===== src/rtl/mrs_pkg.sv =====
package mrs_pkg;

    typedef enum logic [1:0] {
        RM_USER = 2'd0,
        RM_SOFT = 2'd1,
        RM_HARD = 2'd2
    } rd_mode_e;

    typedef enum logic [1:0] {
        OC_CLEAN = 2'd0,
        OC_MULTI = 2'd1,
        OC_UNRES = 2'd2
    } outcome_e;

    typedef enum logic [1:0] {
        PS_USER,
        PS_SOFT,
        PS_SCAN,
        PS_FIX
    } pass_e;

    typedef enum logic [3:0] {
        S_IDLE,
        S_RD,
        S_ER,
        S_NEXT,
        S_EVAL,
        S_HRD_A,
        S_HRD_B,
        S_FIX,
        S_FIN
    } state_e;

    typedef struct packed {
        outcome_e   oc;
        logic       rsvd;
        logic [4:0] sector;
    } status_t;

    // successor in the 1 -> 2 -> 3 -> 1 age cycle; 0 has none
    function automatic logic [1:0] age_succ(input logic [1:0] a);
        case (a)
            2'd1:    return 2'd2;
            2'd2:    return 2'd3;
            2'd3:    return 2'd1;
            default: return 2'd0;
        endcase
    endfunction

endpackage


===== src/rtl/mrs_map_tally.sv =====
module mrs_map_tally #(
    parameter int NPHYS = 33,
    parameter int NLOG  = 32
) (
    input  logic                     clk,
    input  logic                     rst,
    input  logic                     clr,
    input  logic                     load,
    input  logic [$clog2(NLOG)-1:0]  lpage,
    input  logic [$clog2(NPHYS)-1:0] ppage,
    output logic [1:0]               n_dup,
    output logic                     multi_hit,
    output logic [$clog2(NPHYS)-1:0] dup_pa,
    output logic [$clog2(NPHYS)-1:0] dup_pb
);
    localparam int PW = $clog2(NPHYS);

    logic [1:0]    cnt   [NLOG];
    logic [PW-1:0] first [NLOG];
    logic [PW-1:0] second[NLOG];

    always_ff @(posedge clk) begin
        if (rst || clr) begin
            for (int i = 0; i < NLOG; i++) cnt[i] <= 2'd0;
        end else if (load) begin
            case (cnt[lpage])
                2'd0: begin first[lpage]  <= ppage; cnt[lpage] <= 2'd1; end
                2'd1: begin second[lpage] <= ppage; cnt[lpage] <= 2'd2; end
                default: cnt[lpage] <= 2'd3;
            endcase
        end
    end

    always_comb begin
        n_dup     = 2'd0;
        multi_hit = 1'b0;
        dup_pa    = '0;
        dup_pb    = '0;
        for (int i = 0; i < NLOG; i++) begin
            if (cnt[i] >= 2'd2) begin
                if (n_dup != 2'd2) n_dup = n_dup + 2'd1;
                dup_pa = first[i];
                dup_pb = second[i];
            end
            if (cnt[i] == 2'd3) multi_hit = 1'b1;
        end
    end

    // a logical entry never counts down while loading
    assert_tally_mono_R5: assert property (@(posedge clk) disable iff (rst)
        (load && !clr) |=> (cnt[$past(lpage)] != 2'd0));

endmodule


===== src/rtl/mrs_age_judge.sv =====
module mrs_age_judge #(
    parameter int QW = 4
) (
    input  logic [QW-1:0] qa,
    input  logic [QW-1:0] qb,
    input  logic [1:0]    ca,
    input  logic [1:0]    cb,
    output logic          unres,
    output logic          erase_b
);
    import mrs_pkg::*;

    always_comb begin
        unres   = 1'b0;
        erase_b = 1'b0;
        if (qa < qb) begin
            erase_b = 1'b0;
        end else if (qa > qb) begin
            erase_b = 1'b1;
        end else if (ca == 2'd0 && cb == 2'd0) begin
            unres = 1'b1;
        end else if (ca == 2'd0) begin
            erase_b = 1'b0;
        end else if (cb == 2'd0) begin
            erase_b = 1'b1;
        end else if (ca == cb) begin
            unres = 1'b1;
        end else if (age_succ(ca) == cb) begin
            erase_b = 1'b0;
        end else begin
            erase_b = 1'b1;
        end
    end

endmodule


===== src/rtl/mrs_status_pack.sv =====
module mrs_status_pack (
    input  logic       clk,
    input  logic       rst,
    input  logic       clr,
    input  logic       bump,
    input  logic       fin,
    input  logic       unres,
    input  logic [4:0] sector,
    output logic [7:0] status
);
    import mrs_pkg::*;

    logic [1:0] repairs;
    status_t    stat_q;

    always_ff @(posedge clk) begin
        if (rst) begin
            repairs <= 2'd0;
            stat_q  <= '0;
        end else begin
            if (clr)
                repairs <= 2'd0;
            else if (bump && repairs != 2'd2)
                repairs <= repairs + 2'd1;
            if (fin) begin
                stat_q.sector <= sector;
                stat_q.rsvd   <= 1'b0;
                stat_q.oc     <= unres ? OC_UNRES :
                                 (repairs == 2'd2) ? OC_MULTI : OC_CLEAN;
            end
        end
    end

    assign status = stat_q;

    assert_outcome_code_R10: assert property (@(posedge clk) disable iff (rst)
        (status[7:6] != 2'b11) && (status[5] == 1'b0));
    assert_repair_sat_R10: assert property (@(posedge clk) disable iff (rst)
        repairs <= 2'd2);

endmodule


===== src/rtl/flash_map_repair.sv =====
module flash_map_repair #(
    parameter int NPHYS = 33,
    parameter int NLOG  = 32,
    parameter int QW    = 4
) (
    input  logic                     clk,
    input  logic                     rst,
    input  logic                     start,
    input  logic [4:0]               sector,
    output logic                     busy,
    output logic                     done,
    output logic [7:0]               status,
    output logic                     rd_req,
    output logic [$clog2(NPHYS)-1:0] rd_page,
    output logic [1:0]               rd_mode,
    input  logic                     rd_ack,
    input  logic                     rd_faulty,
    input  logic                     rd_mapped,
    input  logic [$clog2(NLOG)-1:0]  rd_lpage,
    input  logic [1:0]               rd_age,
    input  logic [QW-1:0]            rd_quality,
    output logic                     er_req,
    output logic [$clog2(NPHYS)-1:0] er_page,
    input  logic                     er_done
);
    import mrs_pkg::*;

    localparam int PW = $clog2(NPHYS);
    localparam logic [PW-1:0] LAST = PW'(NPHYS - 1);

    state_e        state;
    pass_e         pass;
    logic [PW-1:0] idx, pa, pb, er_tgt, cur_page;
    logic [QW-1:0] qa, qb;
    logic [1:0]    ca, cb;
    logic          unres, done_q;
    logic [4:0]    sector_q;

    logic [1:0]    n_dup;
    logic          multi_hit, j_unres, j_erase_b;
    logic [PW-1:0] dup_pa, dup_pb;
    logic          run_clr, tally_load;

    assign cur_page   = (pass == PS_SCAN) ? ((idx == '0) ? LAST : idx - PW'(1)) : idx;
    assign run_clr    = (state == S_IDLE) && start;
    assign tally_load = (state == S_RD) && rd_ack && (pass == PS_SCAN) && rd_mapped && !rd_faulty;

    mrs_map_tally #(.NPHYS(NPHYS), .NLOG(NLOG)) u_tally (
        .clk(clk), .rst(rst), .clr(run_clr), .load(tally_load),
        .lpage(rd_lpage), .ppage(cur_page),
        .n_dup(n_dup), .multi_hit(multi_hit), .dup_pa(dup_pa), .dup_pb(dup_pb)
    );

    mrs_age_judge #(.QW(QW)) u_judge (
        .qa(qa), .qb(qb), .ca(ca), .cb(cb), .unres(j_unres), .erase_b(j_erase_b)
    );

    mrs_status_pack u_stat (
        .clk(clk), .rst(rst), .clr(run_clr),
        .bump((state == S_ER) && er_done),
        .fin(state == S_FIN), .unres(unres), .sector(sector_q),
        .status(status)
    );

    always_ff @(posedge clk) begin
        if (rst) begin
            state    <= S_IDLE;
            pass     <= PS_USER;
            idx      <= '0;
            pa       <= '0;
            pb       <= '0;
            er_tgt   <= '0;
            qa       <= '0;
            qb       <= '0;
            ca       <= 2'd0;
            cb       <= 2'd0;
            unres    <= 1'b0;
            done_q   <= 1'b0;
            sector_q <= 5'd0;
        end else begin
            done_q <= 1'b0;
            case (state)
                S_IDLE: if (start) begin
                    pass     <= PS_USER;
                    idx      <= '0;
                    unres    <= 1'b0;
                    sector_q <= sector;
                    state    <= S_RD;
                end
                S_RD: if (rd_ack) begin
                    if (pass != PS_SCAN && rd_faulty) begin
                        er_tgt <= cur_page;
                        state  <= S_ER;
                    end else begin
                        state <= S_NEXT;
                    end
                end
                S_ER: if (er_done) begin
                    state <= (pass == PS_FIX) ? S_FIN : S_NEXT;
                end
                S_NEXT: begin
                    if (idx == LAST) begin
                        idx <= '0;
                        case (pass)
                            PS_USER: begin pass <= PS_SOFT; state <= S_RD; end
                            PS_SOFT: begin pass <= PS_SCAN; state <= S_RD; end
                            default: state <= S_EVAL;
                        endcase
                    end else begin
                        idx   <= idx + PW'(1);
                        state <= S_RD;
                    end
                end
                S_EVAL: begin
                    if (n_dup == 2'd0) begin
                        state <= S_FIN;
                    end else if (n_dup != 2'd1 || multi_hit) begin
                        unres <= 1'b1;
                        state <= S_FIN;
                    end else begin
                        pa    <= dup_pa;
                        pb    <= dup_pb;
                        pass  <= PS_FIX;
                        state <= S_HRD_A;
                    end
                end
                S_HRD_A: if (rd_ack) begin
                    qa    <= rd_quality;
                    ca    <= rd_age;
                    state <= S_HRD_B;
                end
                S_HRD_B: if (rd_ack) begin
                    qb    <= rd_quality;
                    cb    <= rd_age;
                    state <= S_FIX;
                end
                S_FIX: begin
                    if (j_unres) begin
                        unres <= 1'b1;
                        state <= S_FIN;
                    end else begin
                        er_tgt <= j_erase_b ? pb : pa;
                        state  <= S_ER;
                    end
                end
                S_FIN: begin
                    done_q <= 1'b1;
                    state  <= S_IDLE;
                end
                default: state <= S_IDLE;
            endcase
        end
    end

    assign busy    = (state != S_IDLE);
    assign done    = done_q;
    assign rd_req  = (state == S_RD) || (state == S_HRD_A) || (state == S_HRD_B);
    assign rd_page = (state == S_HRD_A) ? pa : (state == S_HRD_B) ? pb : cur_page;
    assign rd_mode = (state == S_HRD_A || state == S_HRD_B) ? RM_HARD :
                     (pass == PS_SOFT) ? RM_SOFT : RM_USER;
    assign er_req  = (state == S_ER);
    assign er_page = er_tgt;

    assert_rd_hold_R11: assert property (@(posedge clk) disable iff (rst)
        (rd_req && !rd_ack) |=> (rd_req && $stable(rd_page)));
    assert_er_hold_R11: assert property (@(posedge clk) disable iff (rst)
        (er_req && !er_done) |=> (er_req && $stable(er_page)));
    assert_no_overlap_R11: assert property (@(posedge clk) disable iff (rst)
        !(rd_req && er_req));
    assert_done_idle_R12: assert property (@(posedge clk) disable iff (rst)
        done |-> (!busy && !rd_req && !er_req));
    assert_page_range_R2: assert property (@(posedge clk) disable iff (rst)
        (rd_req || er_req) |-> (rd_page <= LAST && er_page <= LAST));

endmodule


===== config.mk =====
export PLATFORM = sky130hd
export DESIGN_NAME = flash_map_repair
export DESIGN_NICKNAME = d
export VERILOG_FILES = /design/src/rtl/mrs_pkg.sv /design/src/rtl/mrs_map_tally.sv /design/src/rtl/mrs_age_judge.sv /design/src/rtl/mrs_status_pack.sv /design/src/rtl/flash_map_repair.sv
export SDC_FILE = /design/constraint.sdc
export NUM_CORES = 1
export LEC_CHECK = 0
export BUFFER_PORTS_ARGS = -buffer_cell sky130_fd_sc_hd__buf_2
export CAP_MARGIN = 20
export CORE_UTILIZATION = 24
export CTS_BUF_LIST = sky130_fd_sc_hd__clkbuf_16
export DETAILED_ROUTE_END_ITERATION = 6
export HOLD_SLACK_MARGIN = 0.15
export PLACE_DENSITY_LB_ADDON = 0.3
export SLEW_MARGIN = 20
export SYNTH_ARGS = -nofsm -noshare
export SYNTH_HDL_FRONTEND = slang
export SYNTH_HIERARCHICAL = 1
export SYNTH_SLANG_ARGS = --single-unit

===== constraint.sdc =====
create_clock -name clk -period 15.6 [get_ports clk]
set_input_delay 3.12 -clock clk [delete_from_list [all_inputs] [get_ports clk]]
set_output_delay 3.12 -clock clk [all_outputs]
set_load 0.05 [all_outputs]

# Yosys cells after proc, flatten, opt, wreduce, memory -nomap -nowiden
# Memory sizes are Yosys's and may differ from the RTL's.
# Index checks and enable logic that the tools add are counted.
# op_classes
bitwise_logic,4
mux,239
n_mul,0
n_reduce_logical,40
order_cmp,34
n_addsub,34
shift,0
n_div,0
n_eq_ne,98
# ops
cell,n
$mux W6,74
$mux W2,77
$ne A2 B2 Y1 const B,42
$eq A2 B2 Y1 const B,37
$mux W1,69
$ge A2 B2 Y1 const B,32
$add A2 B1 Y2 const B,31
$mux W4,10
$pmux W4 S8,1
$pmux W6 S2,2
$eq A4 B3 Y1 const B,4
$pmux W2 S3,2
$logic_not A2 Y1,5
$reduce_and A5 Y1,2
$logic_and A1 B1 Y1,9
$eq A4 B2 Y1 const B,2
$reduce_and A2 Y1,4
$reduce_or A2 Y1,4
$add A6 B1 Y6 const B,1
$eq A2 B1 Y1 const B,3
$eq A6 B6 Y1 const B,1
$logic_not A6 Y1,1
$ne A2 B1 Y1 const B,3
$reduce_and A6 Y1,1
other kinds (23),32
# totals
reg_bits,58
word_cells,468
n_memories,3
latchBits,0
mem_bits_ro,0
mem_bits_rw,448
# memory_table
memory,depth,word_bits,read_ports,rd_ports_with_merged_regs,wr,line_no,source
u_tally.first,32,6,32,0,1,mrs_map_tally.sv:19,logic [PW-1:0] first [NLOG];
u_tally.second,32,6,32,0,1,mrs_map_tally.sv:20,logic [PW-1:0] second[NLOG];
u_tally.cnt,32,2,33,0,32,mrs_map_tally.sv:18,logic [1:0] cnt [NLOG];

# Longest topological paths before layout
# An unclocked memory read counts as a cell.
# depth
word_depth,101
ltp_mapped,55
depth_no_buf,45

# Cells and area by module
# The synthesis kept the hierarchy.
# modules_own_cells
mod,cells_each,area_each_um2,seq_area_each_um2,instances
mrs_map_tally,2056,22846.9,13452.9,1
flash_map_repair,334,2676.3,980.9,1
mrs_status_pack,35,366.6,180.2,1
mrs_age_judge,30,230.2,0.0,1

# Worst setup path after synthesis
# Ideal clock, no wire load.
# synth_path
path_kind,register -> register
startpoint,memory u_tally.cnt[1][1]
endpoint,register unres
path_stages_with_launch,54
arrival_ns,11.821
setup_ns,0.134
path_slack_ns,3.645
n_path_buf,8
synth_period_minus_slack_ns,11.955
path_cell_list,edfxtp_1 -> buf_2 -> clkbuf_1 -> clkbuf_1 -> ha_1 -> and4b_4 -> or4_1 -> buf_4 -> nor3_1 -> a22oi_1 -> a22oi_2 -> mux2_2 -> o22a_1 -> buf_2 -> a21oi_1 -> a32oi_4 -> xnor2_4 -> o221ai_1 -> (+18 left out) -> nor4_4 -> o22ai_2 -> a211oi_1 -> or3_1 -> buf_2 -> and4b_1 -> a311o_1 -> o21a_1 -> or2_1 -> a221oi_2 -> ha_1 -> inv_1 -> mux2i_1 -> nor3b_1 -> a21oi_1 -> a41o_1 -> a31oi_1 -> nor3_1
# synth_rtl
element,line_no,source
"start, declared",mrs_map_tally.sv:18,
"end signal, assigned",flash_map_repair.sv:77,unres <= 1'b0;
"end signal, assigned",flash_map_repair.sv:86,unres <= 1'b0;
"end signal, assigned",flash_map_repair.sv:118,unres <= 1'b1;
"end, declared",flash_map_repair.sv:36,"logic unres, done_q;"

==> results by group <==
Setup path
  – Reg-to-reg slack, setup: approximately 1.3 ns
  – Crit path from: u_tally/cnt[0][1]
  – CP max stage cell: o31ai_1
  – CP max stage delay: roughly 0.7 ns
  – Data required, critical path: around 16 ns
  – Worst setup EP type: flip-flop
  – WP depth: 45
  – Crit path arrival time: between 10 and 15 ns
  – Reg-to-reg endpoint: state[0]
  – Worst r2r src: u_tally/cnt[0][1]
  – Startpoint types: flip-flop
  – Crit Path Class: flip-flop to flip-flop
  – Buf/Inv on CP: 1
  – CP top delay family: compound AO/OA/AOI/OAI gates
  – R2r worst-path depth: between 40 and 50
  – Maximum fanout along the worst path: 15

Yosys
  – Synth area leaders: edfxtp_1, nand2_1, o211ai_1
  – Netlist cell types: around 130
  – Syn avg cell area: ~11 µm²
  – Most frequent cell after synthesis: edfxtp_1
  – Synth async-reset ratio: 0%
  – EDFF count, synth: approximately 450
  – Yosys warning total: 6
  – Syn Inst Count: 2455
  – Sequential-to-total area share from yosys stat: 55.95%
  – Synth area leader: edfxtp_1
  – Register bit total from synthesis: 506
  – Post-Syn Area: 0.02612 mm²
  – Synth cell count leaders: edfxtp_1, nand2_1, nor2_1, o21ai_0, o211ai_1
  – Syn Nets: roughly 2500
  – Yosys top cell area share: 51.50%
  – Most used flip-flop cell after synthesis: edfxtp_1

STA
  – Final hold viol count: 0
  – Clock skew: 0.04826 ns
  – Worst-Margin Slew: approximately 1.0 ns
  – RSZ-0062 raised after global routing: no
  – Fmax: 69.86 MHz
  – Post-route setup TNS: 0 ns
  – Max Transition Viols Final: 0
  – Final min period: roughly 14 ns
  – Relative slew slack: a little under a third
  – Final setup viols: 0
  – Fin crit share: between 90% and 100%

GRT
  – Overflow after GRT: 0
  – Met3 usage: around 2.1%
  – Vias in the first global route: about 18000
  – Largest net degree at the start of global routing: 66
  – GRT busiest layer: met2
  – Met2 usage: 19.50%
  – First-pass GRT wire length: around 110 mm
  – Tot GR Track Use: about an eighth
  – Antenna violations before repair: 5
  – GR Util met1: between 10% and 20%

Clock tree
  – Htree depth: 2
  – Clock tree buffer depth: 3
  – Clock net sink count: roughly 510
  – Clock Latency Late Sink: 0.63 ns
  – CTS tree: done
  – Post-CTS Hold Buffers: 0
  – Postcts setup bufs: 0
  – Clock root cell: clkbuf_16
  – Clock transition at path regs: 0.06 ns
  – Num CTS Buffers: 56

Cells and area
  – Post-route cell area: roughly 0.030 mm²
  – Nets: 2447
  – Util after Layout: between 20% and 30%
  – Storage cell area: around 0.015 mm²
  – Share of cells above drive strength 1: between 10% and 20%
  – Fillcell total: around 11000
  – Area growth, synth to finish: 13.02%
  – Footprint of the multi-input gates: around 0.011 mm²

Power
  – Power per cell area: approximately 190 mW/mm²
  – Leak pwr: 0.009634 µW
  – Peak supply drop: about 110 µV
  – Total power: ~5500 µW

Placed design
  – Hpwl dp: about 47 mm
  – Port Buffers: 47
  – Placed cell areas: 0.02763 mm²
  – RePlAce Congestion: 0.8459

Routing
  – Post-route DRC: 0
  – Initial drt markers: about 1700
  – Drt wl/cell: ~18 µm
  – Via Count: about 19000
  – Via density: 4.921
  – Pre-antenna DRT Iters: 5
  – Post-route ant nets: 0
  – DRT Wirelength: 70.59 mm

Hold path
  – Hold depth: 2
  – Worst min-delay path class: flip-flop to flip-flop
  – Hold path endpoint: qb[1]
  – Hold path start: qb[1]

Floorplan
  – Die H: 331.9 µm
  – Core footprint: roughly 0.11 mm²
  – Rows: 120
  – Die area: ~0.11 mm²
  – Die X: ~330 µm
  – Initial Util: 24.30%
  – Top Ports: 49

Run
  – Max-cap viol count: 0

Outcome
  – Status: complete, no violations
[layer usage]
layer  vias to the layer above  part of all wire, %
met3                        77                  5.7
li1                       9241                    -
met4                         2                  1.6
met5                         -                0.013
met2                       524                   45
met1                      9166                   47
[state kept, by name, summed over array words and instances (netlist names), 4 cells and up]
name            count
u_tally/cnt        64
pb                  6
sector_q            5
u_tally/first     192
qa                  4
u_stat/status       7
pa                  6
er_page             6
qb                  4
u_tally/second    192
state               4
idx                 6
[power breakdown]
part / internal, µW / total (µW) / switching (µW)
registers: 1540 / 1620 / 78.5
logic: 938 / 2580 / 1640
clock network: 781 / 1330 / 554
total: 3260 / 5530 / 2270
[worst max path at each step]
stage	endpoint	slack (ns)
after floorplan	unres	3.64
after global placement	state[0]	1.24
after detailed placement	state[0]	0.94
after CTS	state[0]	0.93
after global routing	state[0]	0.04
final	state[0]	1.29
[area by class of cell]
class,count,area share [%]
timing repair buffer,83,1.712
tap,1403,5.946
inverter,48,0.6103
clock buffer,57,4.832
clock inverter,48,1.517
antenna,2,0.01695
sequential,506,49.50
multi-input combinational,1716,35.86
[worst min-delay path, cell delays in order (launching register included)]
cell,delay (ns)
dfxtp_1,0.31
nand2_1,0.05
a21oi_1,0.05
[cells by family (layout without fill, tap and decap cells)]
group                      Yosys count  count (layout)  share of synthesized area (%)
muxes                               59              59                          3.042
other                                1               3                        0.01436
AOI/OAI and AO/OA                  746             746                          19.91
and+or+nand+nor                    867             867                          15.64
buffers and inverters              233             236                          3.660
DFF                                506             506                          55.95
xor gates and xnor gates            30              30                          1.164
adders and majority gates           13              13                         0.6227
[placed cells by master (no fill, tap or decap), drive strengths merged, types with 15 or more instances in the layout]
master	instances
a211oi	23
a21o	15
a21oi	106
a22oi	37
a31oi	20
buf	83
clkbuf	57
clkinv	39
dfxtp	58
edfxtp	448
inv	49
mux2i	40
mux4	16
nand2	361
nand3	75
nor2	246
nor3	39
nor4	19
o211ai	158
o21ai	212
o22ai	17
xnor2	23
[what timing repair did]
action / 4_1_cts / 5_1_grt
setup endpoints to repair: 0 / 17
hold endpoints to repair: 0 / 0
resized for setup: 0 / 2
[through the flow]
step / hold slack (ns) / instances / setup WS, ns
2_1_floorplan: 0.4360 / 2455 / 3.645
3_3_place_gp: 0.4438 / 3756 / 1.235
3_5_place_dp: 0.4506 / 3756 / 0.9447
4_1_cts: 0.4589 / 3861 / 0.9291
5_1_grt: 0.4821 / 3862 / 0.04104
6_report: 0.4538 / 3863 / 1.285
Power figures use the tool's default switching activity.
